**config.mk**
```make
export PLATFORM = sky130hd
export DESIGN_NAME = lw_sram
export DESIGN_NICKNAME = d
export VERILOG_FILES = /design/src/rtl/lw_sram_pkg.sv /design/src/rtl/lw_sleep_ctrl.sv /design/src/rtl/lw_write_buffer.sv /design/src/rtl/lw_array.sv /design/src/rtl/lw_sram.sv
export SDC_FILE = /design/constraint.sdc
export NUM_CORES = 2
export LEC_CHECK = 0
export BUFFER_PORTS_ARGS = -buffer_cell sky130_fd_sc_hd__buf_2
export CAP_MARGIN = 20
export CORE_ASPECT_RATIO = 1.4
export CORE_UTILIZATION = 56
export DETAILED_ROUTE_END_ITERATION = 6
export PLACE_DENSITY = 0.78
export SYNTH_ARGS = -nofsm -noshare
export SYNTH_HDL_FRONTEND = slang
export SYNTH_SLANG_ARGS = --single-unit
```
**constraint.sdc**
```tcl
create_clock -name clk -period 3.5 [get_ports clk]
set_input_delay 0.525 -clock clk [delete_from_list [all_inputs] [get_ports clk]]
set_output_delay 0.525 -clock clk [all_outputs]
set_load 0.05 [all_outputs]
```
**src/rtl/lw_sram_pkg.sv**
```systemverilog
package lw_sram_pkg;
  typedef enum logic [1:0] {
    SLP_AWAKE  = 2'd0,
    SLP_ENTER  = 2'd1,
    SLP_ASLEEP = 2'd2,
    SLP_EXIT   = 2'd3
  } slp_state_e;

  function automatic int cnt_bits(input int n);
    return (n < 2) ? 1 : $clog2(n + 1);
  endfunction
endpackage

```
**src/rtl/lw_sleep_ctrl.sv**
```systemverilog
module lw_sleep_ctrl
  import lw_sram_pkg::*;
#(
  parameter int ENTER_CYC = 3,
  parameter int EXIT_CYC  = 3
) (
  input  logic       clk,
  input  logic       rst_n,
  input  logic       sleep,
  output logic       awake,
  output slp_state_e state
);
  localparam int MAXC = (ENTER_CYC > EXIT_CYC) ? ENTER_CYC : EXIT_CYC;
  localparam int CW   = cnt_bits(MAXC);

  logic [CW-1:0] cnt;

  always_ff @(posedge clk) begin
    if (!rst_n) begin
      state <= SLP_AWAKE;
      cnt   <= '0;
    end else begin
      unique case (state)
        SLP_AWAKE: if (sleep) begin
          state <= SLP_ENTER;
          cnt   <= CW'(ENTER_CYC - 1);
        end
        SLP_ENTER: if (cnt == '0) state <= SLP_ASLEEP;
                   else           cnt   <= cnt - 1'b1;
        SLP_ASLEEP: if (!sleep) begin
          state <= SLP_EXIT;
          cnt   <= CW'(EXIT_CYC - 1);
        end
        SLP_EXIT: if (cnt == '0) state <= SLP_AWAKE;
                  else           cnt   <= cnt - 1'b1;
        default: state <= SLP_AWAKE;
      endcase
    end
  end

  assign awake = (state == SLP_AWAKE);
endmodule

```
**src/rtl/lw_write_buffer.sv**
```systemverilog
module lw_write_buffer #(
  parameter int AW = 6,
  parameter int NB = 4,
  parameter int BW = 8
) (
  input  logic             clk,
  input  logic             rst_n,
  input  logic             wr_issue,
  input  logic [AW-1:0]    addr,
  input  logic [NB-1:0]    be,
  input  logic [NB*BW-1:0] din,
  output logic             pend_vld,
  output logic             buf_vld,
  output logic [AW-1:0]    buf_addr,
  output logic [NB-1:0]    buf_be,
  output logic [NB*BW-1:0] buf_data,
  output logic             commit_en,
  output logic [AW-1:0]    commit_addr,
  output logic [NB-1:0]    commit_be,
  output logic [NB*BW-1:0] commit_data
);
  logic [AW-1:0] pend_addr;
  logic [NB-1:0] pend_be;

  // stage 1: control captured on the issuing edge
  always_ff @(posedge clk) begin
    if (!rst_n) begin
      pend_vld  <= 1'b0;
      pend_addr <= '0;
      pend_be   <= '0;
    end else begin
      pend_vld <= wr_issue;
      if (wr_issue) begin
        pend_addr <= addr;
        pend_be   <= be;
      end
    end
  end

  // stage 2: data joins the control one edge later
  always_ff @(posedge clk) begin
    if (!rst_n) begin
      buf_vld  <= 1'b0;
      buf_addr <= '0;
      buf_be   <= '0;
      buf_data <= '0;
    end else if (pend_vld) begin
      buf_vld  <= 1'b1;
      buf_addr <= pend_addr;
      buf_be   <= pend_be;
      buf_data <= din;
    end
  end

  // the previous write retires when a new one is issued
  always_comb begin
    commit_en   = wr_issue && (pend_vld || buf_vld);
    commit_addr = pend_vld ? pend_addr : buf_addr;
    commit_be   = pend_vld ? pend_be   : buf_be;
    commit_data = pend_vld ? din       : buf_data;
  end
endmodule

```
**src/rtl/lw_array.sv**
```systemverilog
module lw_array #(
  parameter int AW = 6,
  parameter int NB = 4,
  parameter int BW = 8
) (
  input  logic             clk,
  input  logic             rst_n,
  input  logic             we,
  input  logic [AW-1:0]    waddr,
  input  logic [NB-1:0]    wbe,
  input  logic [NB*BW-1:0] wdata,
  input  logic [AW-1:0]    raddr,
  output logic [NB*BW-1:0] rdata
);
  localparam int DEPTH = 1 << AW;

  logic [NB*BW-1:0] mem [DEPTH];

  for (genvar b = 0; b < NB; b++) begin : g_lane
    always_ff @(posedge clk) begin
      if (!rst_n) begin
        for (int i = 0; i < DEPTH; i++) mem[i][b*BW +: BW] <= '0;
      end else if (we && wbe[b]) begin
        mem[waddr][b*BW +: BW] <= wdata[b*BW +: BW];
      end
    end
  end

  assign rdata = mem[raddr];
endmodule

```
**src/rtl/lw_sram.sv**
```systemverilog
module lw_sram
  import lw_sram_pkg::*;
#(
  parameter int AW          = 6,
  parameter int NB          = 4,
  parameter int BW          = 8,
  parameter int SLEEP_ENTER = 3,
  parameter int SLEEP_EXIT  = 3
) (
  input  logic             clk,
  input  logic             rst_n,
  input  logic             cs,
  input  logic             we,
  input  logic [AW-1:0]    addr,
  input  logic [NB-1:0]    be,
  input  logic [NB*BW-1:0] din,
  input  logic             oe,
  input  logic             sleep,
  output logic [NB*BW-1:0] dout
);
  localparam int DW = NB * BW;

  function automatic logic [DW-1:0] merge_bytes(
    input logic [DW-1:0] newer,
    input logic [DW-1:0] older,
    input logic [NB-1:0] pick
  );
    logic [DW-1:0] r;
    for (int b = 0; b < NB; b++)
      r[b*BW +: BW] = pick[b] ? newer[b*BW +: BW] : older[b*BW +: BW];
    return r;
  endfunction

  // named events for the checker
  logic          awake, acc_ok, wr_issue, rd_issue;
  slp_state_e    slp_state;
  logic          pend_vld, buf_vld, commit_en;
  logic [AW-1:0] buf_addr, commit_addr;
  logic [NB-1:0] buf_be, commit_be;
  logic [DW-1:0] buf_data, commit_data, arr_rdata, rd_word, dout_q;
  logic          rd_q, buf_hit;
  logic [AW-1:0] rd_addr_q;

  lw_sleep_ctrl #(.ENTER_CYC(SLEEP_ENTER), .EXIT_CYC(SLEEP_EXIT)) u_slp (
    .clk(clk), .rst_n(rst_n), .sleep(sleep), .awake(awake), .state(slp_state)
  );

  assign acc_ok   = cs && awake && !sleep;
  assign wr_issue = acc_ok && we;
  assign rd_issue = acc_ok && !we;

  lw_write_buffer #(.AW(AW), .NB(NB), .BW(BW)) u_wbuf (
    .clk(clk), .rst_n(rst_n), .wr_issue(wr_issue), .addr(addr), .be(be), .din(din),
    .pend_vld(pend_vld), .buf_vld(buf_vld), .buf_addr(buf_addr), .buf_be(buf_be),
    .buf_data(buf_data), .commit_en(commit_en), .commit_addr(commit_addr),
    .commit_be(commit_be), .commit_data(commit_data)
  );

  lw_array #(.AW(AW), .NB(NB), .BW(BW)) u_arr (
    .clk(clk), .rst_n(rst_n), .we(commit_en), .waddr(commit_addr), .wbe(commit_be),
    .wdata(commit_data), .raddr(rd_addr_q), .rdata(arr_rdata)
  );

  always_ff @(posedge clk) begin
    if (!rst_n) begin
      rd_q      <= 1'b0;
      rd_addr_q <= '0;
    end else begin
      rd_q <= rd_issue;
      if (rd_issue) rd_addr_q <= addr;
    end
  end

  assign buf_hit = buf_vld && (buf_addr == rd_addr_q);
  assign rd_word = merge_bytes(buf_data, arr_rdata, buf_hit ? buf_be : '0);

  always_ff @(posedge clk) begin
    if (!rst_n)    dout_q <= '0;
    else if (rd_q) dout_q <= rd_word;
  end

  assign dout = (oe && !sleep) ? dout_q : '0;
endmodule

```
==> impl_metrics.ini <==
[status]
outcome = complete, but fails checks
violations = design-rule violations

[drt]
remaining_drc_errors = 1
ant_nets = 0
vias = 57800
dr.pass1.iters = 7
drt-total-wl_mm = 251
drt_iter0_markers = 9094
vias_per_cell = 6.55
wl_per_cell_um = 28.4

[hold_path]
min_to = u_wbuf.pend_be[1]
hp-start = be[1]
hold_path_depth = 3
min_path_type = input pin to register

[setup_path]
timing.rr.end = u_arr.mem[10][19]
reg2regPathDepth = 6
path_max_fanout = 27
end_kind = register
start_kind = register
reg2reg_setup_slack_ps = 120
crit_start = u_wbuf.pend_vld
critPathRequiredTime_ps = 3980
cp_data_arrival_time_ps = 3860
critPathKind = register to register
r2r-start = u_wbuf.pend_vld

[timing]
setup_ws_ps = 118
setup_viol = 0
clock.fmax_ghz = 0.296
rsz0062_at_grt = false
finalCritPeriodShare = 0.966
worst_slew_pin_slew_ps = 1160
maxSlewHeadroom = 0.224
skew_ps = 38.6
slew_viol_final = 0
hold_viol = 0
min_period_ps = 3380

[clock_tree]
clock_path_buffers = 3
clock_latency_ps = 850
htree_levels = 4
cts_num_sinks = 2151
cts_made_buffers = 188
clock-root-buffer = clkbuf_16
cts_tree = built
clk_pin_slew_worst_paths_ps = 70

[synthesis]
synth_top_cells_by_area = edfxtp_1 (66%), mux4_2 (13%), nor2_1 (8.5%)
syn_inst = 6529
yosysTopAreaCell = edfxtp_1
syn_area_um2 = 93200
yosys-top-cells-count = nor2_1 (2108), edfxtp_1 (2048), nand2_1 (562), mux4_2 (557), clkbuf_1 (309)
syn_nets = 6583
yosysMostFrequentCell = nor2_1
yosysTopAreaCellShare = 0.660
ys_seq_area_frac = 0.682
synth_edf_count = 2048
synth_area_per_cell_um2 = 14.3
synth_cell_types = 61
synthArstFlopShare = 0
ys_warn_count = 0
ys_ff_latch = 2151
synth_flop_cell = edfxtp_1

[finish]
seq_area_um2 = 63600
area_delta_synth_final_pct = 11.0
multiInputGateArea_um2 = 28000
drive_above_1_share = 0.184
final_nets = 6584
fillerInstances = 11300

[placement]
hpwl_mm = 161
place_congestion = 0.917
pre_cts_ws_ps = -116
port_buffers = 79

[floorplan]
die_h_um = 485
die_area_um2 = 168000
io_pins = 80
start_util = 0.566
die_w_um = 347
num_rows = 176
core_um2 = 165000

[global_route]
grt_max_degree = 155
antenna_found_initial = 9
grt_pass1_wl_mm = 370
grt_use_total = 0.299
overflow = 0
grt_pass1_vias = 56900

[pwr]
finalPower_mw = 55.3
p_leak_nw = 33.2
power_density_nw_per_um2 = 534
vdd_drop_max_v = 0.000584

[run]
cap_violations = 0
critical path: stages, from the launching register on:
cell and delay [ps]:
dfxtp_4 580, mux2i_1 700, nand3b_1 560, nor2_1 280, buf_4 280, nand2_1 220
nand2_1 370
placed cells by master (no fill, tap or decap), drive strengths merged, types with 8 or more instances in the layout:
| cell type | netlist | final |
|---|---|---|
| nor2 | 2108 | 2108 |
| edfxtp | 2048 | 2048 |
| nand2 | 570 | 570 |
| mux4 | 557 | 557 |
| buf | 182 | 297 |
| clkbuf | 309 | 241 |
| mux2i | 154 | 154 |
| dfxtp | 103 | 103 |
| clkinv | 0 | 70 |
| nor2b | 63 | 63 |
| and2 | 51 | 51 |
| a22oi | 40 | 40 |
| a21oi | 35 | 35 |
| a211oi | 29 | 29 |
| inv | 18 | 24 |
| nand3 | 23 | 23 |
| o22ai | 23 | 23 |
| bufinv | 0 | 21 |
| mux2 | 20 | 20 |
| o21ai | 20 | 20 |
| nor3 | 20 | 20 |
| a2111oi | 15 | 15 |
| o221ai | 14 | 14 |
| clkinvlp | 0 | 12 |
| a21boi | 11 | 11 |
| nand2b | 10 | 10 |
| o31ai | 9 | 9 |
| o21a | 8 | 8 |
how the worst max path moves through the flow:
stage | end | slack, ps | cells after the start
2_1_floorplan | u_arr.mem[56][24] | 920 | 9
6_report | u_arr.mem[10][19] | 120 | 6
4_1_cts | u_arr.mem[33][20] | 30 | 8
3_3_place_gp | u_arr.mem[34][19] | -50 | 7
3_5_place_dp | u_arr.mem[33][19] | -120 | 7
5_1_grt | u_arr.mem[37][20] | 30 | 8
registers in the layout, summed over array words and instances, names as in the netlist, named ones only:
signal / cells
u_wbuf.buf_vld: 1
u_slp.state: 2
rd_q: 1
u_wbuf.buf_addr: 6
u_wbuf.pend_vld: 1
u_wbuf.buf_be: 4
u_wbuf.pend_be: 4
u_slp.cnt: 2
u_arr.mem: 2048
u_wbuf.buf_data: 32
u_wbuf.pend_addr: 6
dout_q: 32
rd_addr_q: 6
power by group:
part	switching, mW	total [mW]	internal [mW]
Clock	9.41	21.4	12.0
Combinational	2.81	4.45	1.64
Sequential	0.428	29.4	29.0
Total	12.7	55.3	42.6
per-stage QoR:
| step | area [um2] | setup TNS (ps) | hold slack, ps | util | cells |
|---|---|---|---|---|---|
| after floorplan | 93200 | 0 | 431 | - | 6529 |
| after global placement | 97100 | -1840 | 442 | 0.589 | 8469 |
| after detailed placement | 97100 | -3740 | 458 | 0.590 | 8470 |
| after CTS | 103000 | 0 | 3.06 | 0.628 | 8824 |
| after global routing | 103000 | 0 | 45.0 | 0.628 | 8829 |
| final | 103000 | 0 | 48.7 | 0.628 | 8829 |
metal layers:
layer	up-vias	wire (um)	global-route usage
met4	12	15200	0.160
met5	-	80	0
met2	4451	122000	0.487
met1	28700	82400	0.376
met3	743	30800	0.0652
li1	23900	-	-
logic make-up (layout without fill, tap and decap cells):
logic type | Yosys count | count (layout) | share of synthesized area
xor+xnor | 6 | 6 | 0.000564
mux | 731 | 731 | 0.154
compound gates | 248 | 248 | 0.0190
fa+ha+maj | 6 | 6 | 0.000805
simple gates | 2878 | 2878 | 0.121
flops | 2151 | 2151 | 0.682
other cells | 0 | 3 | 0
buf+inv | 509 | 670 | 0.0228
area by class of cell:
cell class,count,share of cell area
sequential,2151,0.614
multi-input combinational,3869,0.271
clock buffer,241,0.0501
timing repair buffer,302,0.0276
tap,2136,0.0258
clock inverter,109,0.0107
inverter,18,0.000653
antenna,3,0.0000725
what timing repair did:
action	CTS	global route
hold buffers	4	0
gates resized for setup	0	4
setup buffers	0	0
hold endpoints to repair	4	0
setup endpoints to repair	0	191
(Power assumes the default switching activity.)
